File: src/rtl/uart_ri_pkg.sv
package uart_ri_pkg;

  typedef enum logic [1:0] {
    PM_SINGLE   = 2'd0,
    PM_FIFO     = 2'd1,
    PM_FIFO_DMA = 2'd2
  } path_mode_e;

  function automatic path_mode_e mode_of(input logic fe, input logic dm);
    if (!fe)     return PM_SINGLE;
    else if (dm) return PM_FIFO_DMA;
    else         return PM_FIFO;
  endfunction

endpackage

File: src/rtl/uart_rx_sig.sv
module uart_rx_sig
  import uart_ri_pkg::*;
#(
  parameter int DEPTH  = 16,
  parameter int CW     = $clog2(DEPTH + 1),
  parameter int TRIG_A = 1,
  parameter int TRIG_B = 4,
  parameter int TRIG_C = 8,
  parameter int TRIG_D = 14
) (
  input  logic          clk,
  input  logic          rst,
  input  path_mode_e    mode,
  input  logic [1:0]    trig_sel,
  input  logic [CW-1:0] fill,
  input  logic          timeout,
  input  logic          rd_pulse,
  input  logic          ie,
  output logic          rdy_n,
  output logic          irq
);

  logic [CW-1:0] trig;
  logic          at_trig, nonempty, to_rise, to_next, hold_next;
  logic          rdy_next, irq_next;
  logic          to_prev, to_pend, dma_hold;

  always_comb begin
    case (trig_sel)
      2'd0:    trig = CW'(TRIG_A);
      2'd1:    trig = CW'(TRIG_B);
      2'd2:    trig = CW'(TRIG_C);
      default: trig = CW'(TRIG_D);
    endcase
  end

  always_comb begin
    nonempty  = (fill != '0);
    at_trig   = (fill >= trig);
    to_rise   = timeout & ~to_prev;
    to_next   = ~rd_pulse & (to_pend | to_rise);
    hold_next = nonempty & (dma_hold | at_trig | to_next);
    case (mode)
      PM_FIFO_DMA: rdy_next = hold_next;
      default:     rdy_next = nonempty;
    endcase
    if (mode == PM_SINGLE) irq_next = ie & nonempty;
    else                   irq_next = ie & (at_trig | to_next);
  end

  always_ff @(posedge clk) begin
    if (rst) begin
      to_prev  <= 1'b0;
      to_pend  <= 1'b0;
      dma_hold <= 1'b0;
      rdy_n    <= 1'b1;
      irq      <= 1'b0;
    end else begin
      to_prev  <= timeout;
      to_pend  <= to_next;
      dma_hold <= hold_next;
      rdy_n    <= ~rdy_next;
      irq      <= irq_next;
    end
  end

endmodule

File: src/rtl/uart_tx_sig.sv
module uart_tx_sig
  import uart_ri_pkg::*;
#(
  parameter int DEPTH = 16,
  parameter int CW    = $clog2(DEPTH + 1)
) (
  input  logic          clk,
  input  logic          rst,
  input  path_mode_e    mode,
  input  logic [CW-1:0] fill,
  input  logic          ie,
  input  logic          wr_pulse,
  input  logic          stat_rd,
  output logic          rdy_n,
  output logic          irq
);

  localparam logic [CW-1:0] FULL = CW'(DEPTH);

  logic was_nz, empty_edge, rdy_next, irq_next;

  always_comb begin
    empty_edge = (fill == '0) & was_nz;
    irq_next   = ie & ~(wr_pulse | stat_rd) & (irq | empty_edge);
    case (mode)
      PM_FIFO_DMA: rdy_next = (fill < FULL);
      default:     rdy_next = (fill == '0);
    endcase
  end

  always_ff @(posedge clk) begin
    if (rst) begin
      was_nz <= 1'b0;
      rdy_n  <= 1'b1;
      irq    <= 1'b0;
    end else begin
      was_nz <= (fill != '0);
      rdy_n  <= ~rdy_next;
      irq    <= irq_next;
    end
  end

endmodule

File: src/rtl/uart_rdy_irq.sv
module uart_rdy_irq
  import uart_ri_pkg::*;
#(
  parameter int DEPTH = 16,
  parameter int CW    = $clog2(DEPTH + 1)
) (
  input  logic          clk,
  input  logic          rst,
  input  logic          fifo_en,
  input  logic          dma_mode,
  input  logic [1:0]    rx_trig_sel,
  input  logic [CW-1:0] rx_count,
  input  logic          rx_timeout,
  input  logic [CW-1:0] tx_count,
  input  logic          ie_rx,
  input  logic          ie_tx,
  input  logic          rx_rd,
  input  logic          tx_wr,
  input  logic          isr_rd,
  output logic          rx_rdy_n,
  output logic          tx_rdy_n,
  output logic          rx_irq,
  output logic          tx_irq
);

  path_mode_e mode;
  assign mode = mode_of(fifo_en, dma_mode);

  uart_rx_sig #(.DEPTH(DEPTH), .CW(CW)) u_rx (
    .clk      (clk),
    .rst      (rst),
    .mode     (mode),
    .trig_sel (rx_trig_sel),
    .fill     (rx_count),
    .timeout  (rx_timeout),
    .rd_pulse (rx_rd),
    .ie       (ie_rx),
    .rdy_n    (rx_rdy_n),
    .irq      (rx_irq)
  );

  uart_tx_sig #(.DEPTH(DEPTH), .CW(CW)) u_tx (
    .clk      (clk),
    .rst      (rst),
    .mode     (mode),
    .fill     (tx_count),
    .ie       (ie_tx),
    .wr_pulse (tx_wr),
    .stat_rd  (isr_rd),
    .rdy_n    (tx_rdy_n),
    .irq      (tx_irq)
  );

endmodule

File: config.mk
export PLATFORM = sky130hd
export DESIGN_NAME = uart_rdy_irq
export DESIGN_NICKNAME = d
export VERILOG_FILES = /design/src/rtl/uart_ri_pkg.sv /design/src/rtl/uart_rx_sig.sv /design/src/rtl/uart_tx_sig.sv /design/src/rtl/uart_rdy_irq.sv
export SDC_FILE = /design/constraint.sdc
export NUM_CORES = 1
export LEC_CHECK = 0
export CAP_MARGIN = 15
export CORE_AREA = 2 2 39 41
export CTS_CLUSTER_DIAMETER = 60
export DETAILED_ROUTE_END_ITERATION = 6
export DIE_AREA = 0 0 41 43
export GPL_TIMING_DRIVEN = 0
export PLACE_DENSITY = 0.7
export SYNTH_ARGS = -nofsm -noshare
export SYNTH_HDL_FRONTEND = slang
export SYNTH_SLANG_ARGS = --single-unit
export TNS_END_PERCENT = 100
File: constraint.sdc
create_clock -name clk -period 1.35 [get_ports clk]
set_input_delay 0.2025 -clock clk [delete_from_list [all_inputs] [get_ports clk]]
set_output_delay 0.2025 -clock clk [all_outputs]
set_load 0.02 [all_outputs]
==> impl_results.md <==
- Final worst setup slack: about 2.5 ps
- CP Capture Type: flop
- Vias in the first global route: 380
- ANT nets after route: 0
- Initial antenna violation count: 0
- Setup Buffers After CTS: 0
- Worst min-delay path category: in -> reg
- Vias/cell: between 4 and 5
- H-tree depth: 1
- Final Hold Fails: 0
- Crit path time final: between 1000 and 1500 ps
- Share of cells above drive strength 1: 0.169
- CP max-delay cell: or4_4
- Slew headroom: 0.830
- CTS tree: built
- Die area: ~1800 um^2
- Sequential fraction of the synthesis area: 0.413
- Top post-synthesis cells by area: dfxtp_1, ha_1, nor2_1
- Setup CP Type: in -> reg
- # port buffers: 25
- Total GRT Usage: 0.119
- Leakage power: ~0.30 nW
- Syn avg cell area: ~9 um^2
- Met3 usage: 0.0157
- DRT Wirelength: about 900 um
- GR Layer Usage met1: 0.139
- Area of the multi-input gates: about 250 um^2
- # diodes: 0
- Worst skew pair latency: ~250 ps
- FF+latch area: around 160 um^2
- Clock net sink count: 8
- Clk root buf: clkbuf_4
- Via count: about 400
- Netlist cell types: 21
- Peak VDD IR: 0.000258 V
- Final #Nets: 99
- # IOs: 26
- GP Congestion: ~0.72
- Global-route wire length before repair: between 1 and 1.5 mm
- CTS Buf Count: 3
- Syn nets: between 60 and 70
- Post-Syn Area: between 300 and 400 um^2
- Hold buffers post-CTS: 0
- PD cells: slightly above 800 nW/um^2
- GRT busiest layer: met2
- CP Data Arrival Time: around 1500 ps
- Die Width: about 41 um
- Status: finished, final reports clean
- Final Core Density: 0.496
- Least-Margin Pin Slew: around 250 ps
- Post-Syn Instances: 43
- # fillers: ~140
- Synthesis-to-finish area growth: 77.1%
- Final slew viol count: 0
- CP required: around 1500 ps
- Largest net degree at the start of global routing: 8
- Fin crit share: 0.998
- GR Util met2: 0.188
- First drt pass iteration count: 2
- # setup viols final: 0
- Initial Utilization: 0.280
- Placeable Area: approximately 1400 um^2
- YS warnings: 0
- WL/cell: between 10 and 15 um
- Remaining DRCs: 0
- Die H: approximately 43 um
- Core Rows: 14
- CP startpoint kind: primary input
- Clk_skew: approximately 2.6 ps
- Buffers plus inverters on the worst setup path: 1
- Register bit total from synthesis: 8
- Maxcap violations: 0
- Max Buffers Root-to-Sink: 2
- Crit path max-delay family: simple AND/OR/NAND/NOR gates
- Total global routing overflow: 0
- RSZ-0062 raised after global routing: yes
- CP Cell Sequence: dlygate4sd2_1 > or4_4 > or3_1 > and4b_1
- Largest area contributor in the synthesized netlist: dfxtp_1
- 1st-iter DRT viols: 1
- Share of the synthesized area in the top cell type: 0.413
- DP Worst Slack: -640 ps
- CTS clk-pin slew, worst paths: roughly 50 ps
- Largest fanout on the critical path: 3
- Max Clk Rate: around 740 MHz
- Slowest stage delay, CP: ~530 ps
repair_timing:
action                                  4_1_cts  5_1_grt
gates cloned                                  0        0
pin swaps                                     8        7
gates resized for setup                      21        6
endpoints found under the setup margin        8        4
through the flow:
stage                     power [mW]  hold WS (ps)  setup TNS [ps]  std cells  cell area [um^2]
after floorplan                0.299           274               0         43               388
after global placement         0.382           487           -2210         84               658
after detailed placement       0.385           513           -2480         84               658
after CTS                      0.565           408           -3.94         87               698
after global routing           0.589           321           -25.2         87               687
final                          0.553           302               0         87               687
worst paths after layout:
kind                            slack [ps]          from          to  depth (start not counted)
worst min-delay path                   300   rx_count[0]  u_rx.rdy_n                          4
worst max-delay path                     2   rx_count[4]    u_rx.irq                          4
worst max register to register         360  u_rx.to_prev    u_rx.irq                          4
worst min register to register         510      u_tx.irq    u_tx.irq                          2
layout by cell type (no fill, tap or decap):
cell type | Yosys | final
nor2_4 | 0 | 1
a211o_1 | 1 | 1
clkdlybuf4s50_1 | 0 | 11
nand2_1 | 2 | 2
ha_1 | 4 | 4
or3_1 | 1 | 1
clkbuf_2 | 0 | 3
dfxtp_1 | 8 | 8
dlygate4sd2_1 | 0 | 11
o2111ai_1 | 1 | 1
nand2b_4 | 0 | 1
nor2_1 | 7 | 6
o21ai_0 | 2 | 2
inv_1 | 3 | 3
and4b_1 | 1 | 1
o21bai_1 | 1 | 1
o211ai_1 | 1 | 1
nor4_1 | 1 | 1
nor3_1 | 1 | 1
and2_1 | 1 | 1
clkbuf_4 | 0 | 3
or4_4 | 1 | 2
nor2b_1 | 2 | 2
a21oi_2 | 0 | 1
a211oi_4 | 0 | 1
nand2b_1 | 2 | 1
layout make-up:
type,count,share of cell area
Timing Repair Buffer,25,0.322
Tap cell,16,0.0291
Multi-Input combinational cell,32,0.366
Clock buffer,3,0.0328
Inverter,3,0.0164
Sequential cell,8,0.233
sequential cells by signal (all words and copies together), names as in the netlist:
register	flops
u_rx.to_pend	1
u_rx.irq	1
u_tx.irq	1
u_tx.rdy_n	1
u_rx.dma_hold	1
u_tx.was_nz	1
u_rx.to_prev	1
u_rx.rdy_n	1
cell usage after synthesis:
library cell and number:
ha_1 4, o2111ai_1 1, nor2_1 7, dfxtp_1 8, and4b_1 1, nor3_1 1, nand2b_1 2, o211ai_1 1
or3_1 1, inv_1 3, nand2_1 2, nor2b_1 2, nor4_1 1, or4_4 1, o21bai_1 1, and2_1 1
or4_1 1, a211oi_1 1, a21oi_1 1, o21ai_0 2, a211o_1 1
routing by layer:
metal | routed length, um | vias to the layer above | share of wire
li1 | - | 212 | -
met1 | 401 | 168 | 0.45
met2 | 438 | 12 | 0.49
met3 | 36 | 2 | 0.040
met4 | 14 | 0 | 0.016
met5 | 0 | - | 0
cell families after synthesis:
group                      synth area share
and+or+nand+nor                       0.287
AOI/OAI and AO/OA                     0.142
DFF                                   0.413
adders and majority gates             0.129
buffers and inverters                0.0290
worst min-delay path, stage by stage:
cell and delay (ps):
clkbuf_2 100, nor2_1 100, nor2_1 50, o21ai_0 60
report_power, final:
part           total [mW]  leakage (nW)  switching [mW]  internal (mW)
Combinational       0.127         0.222          0.0508         0.0761
Clock               0.173        0.0138          0.0721          0.101
Sequential          0.252        0.0664         0.00336          0.249
(Power assumes the default switching activity.)
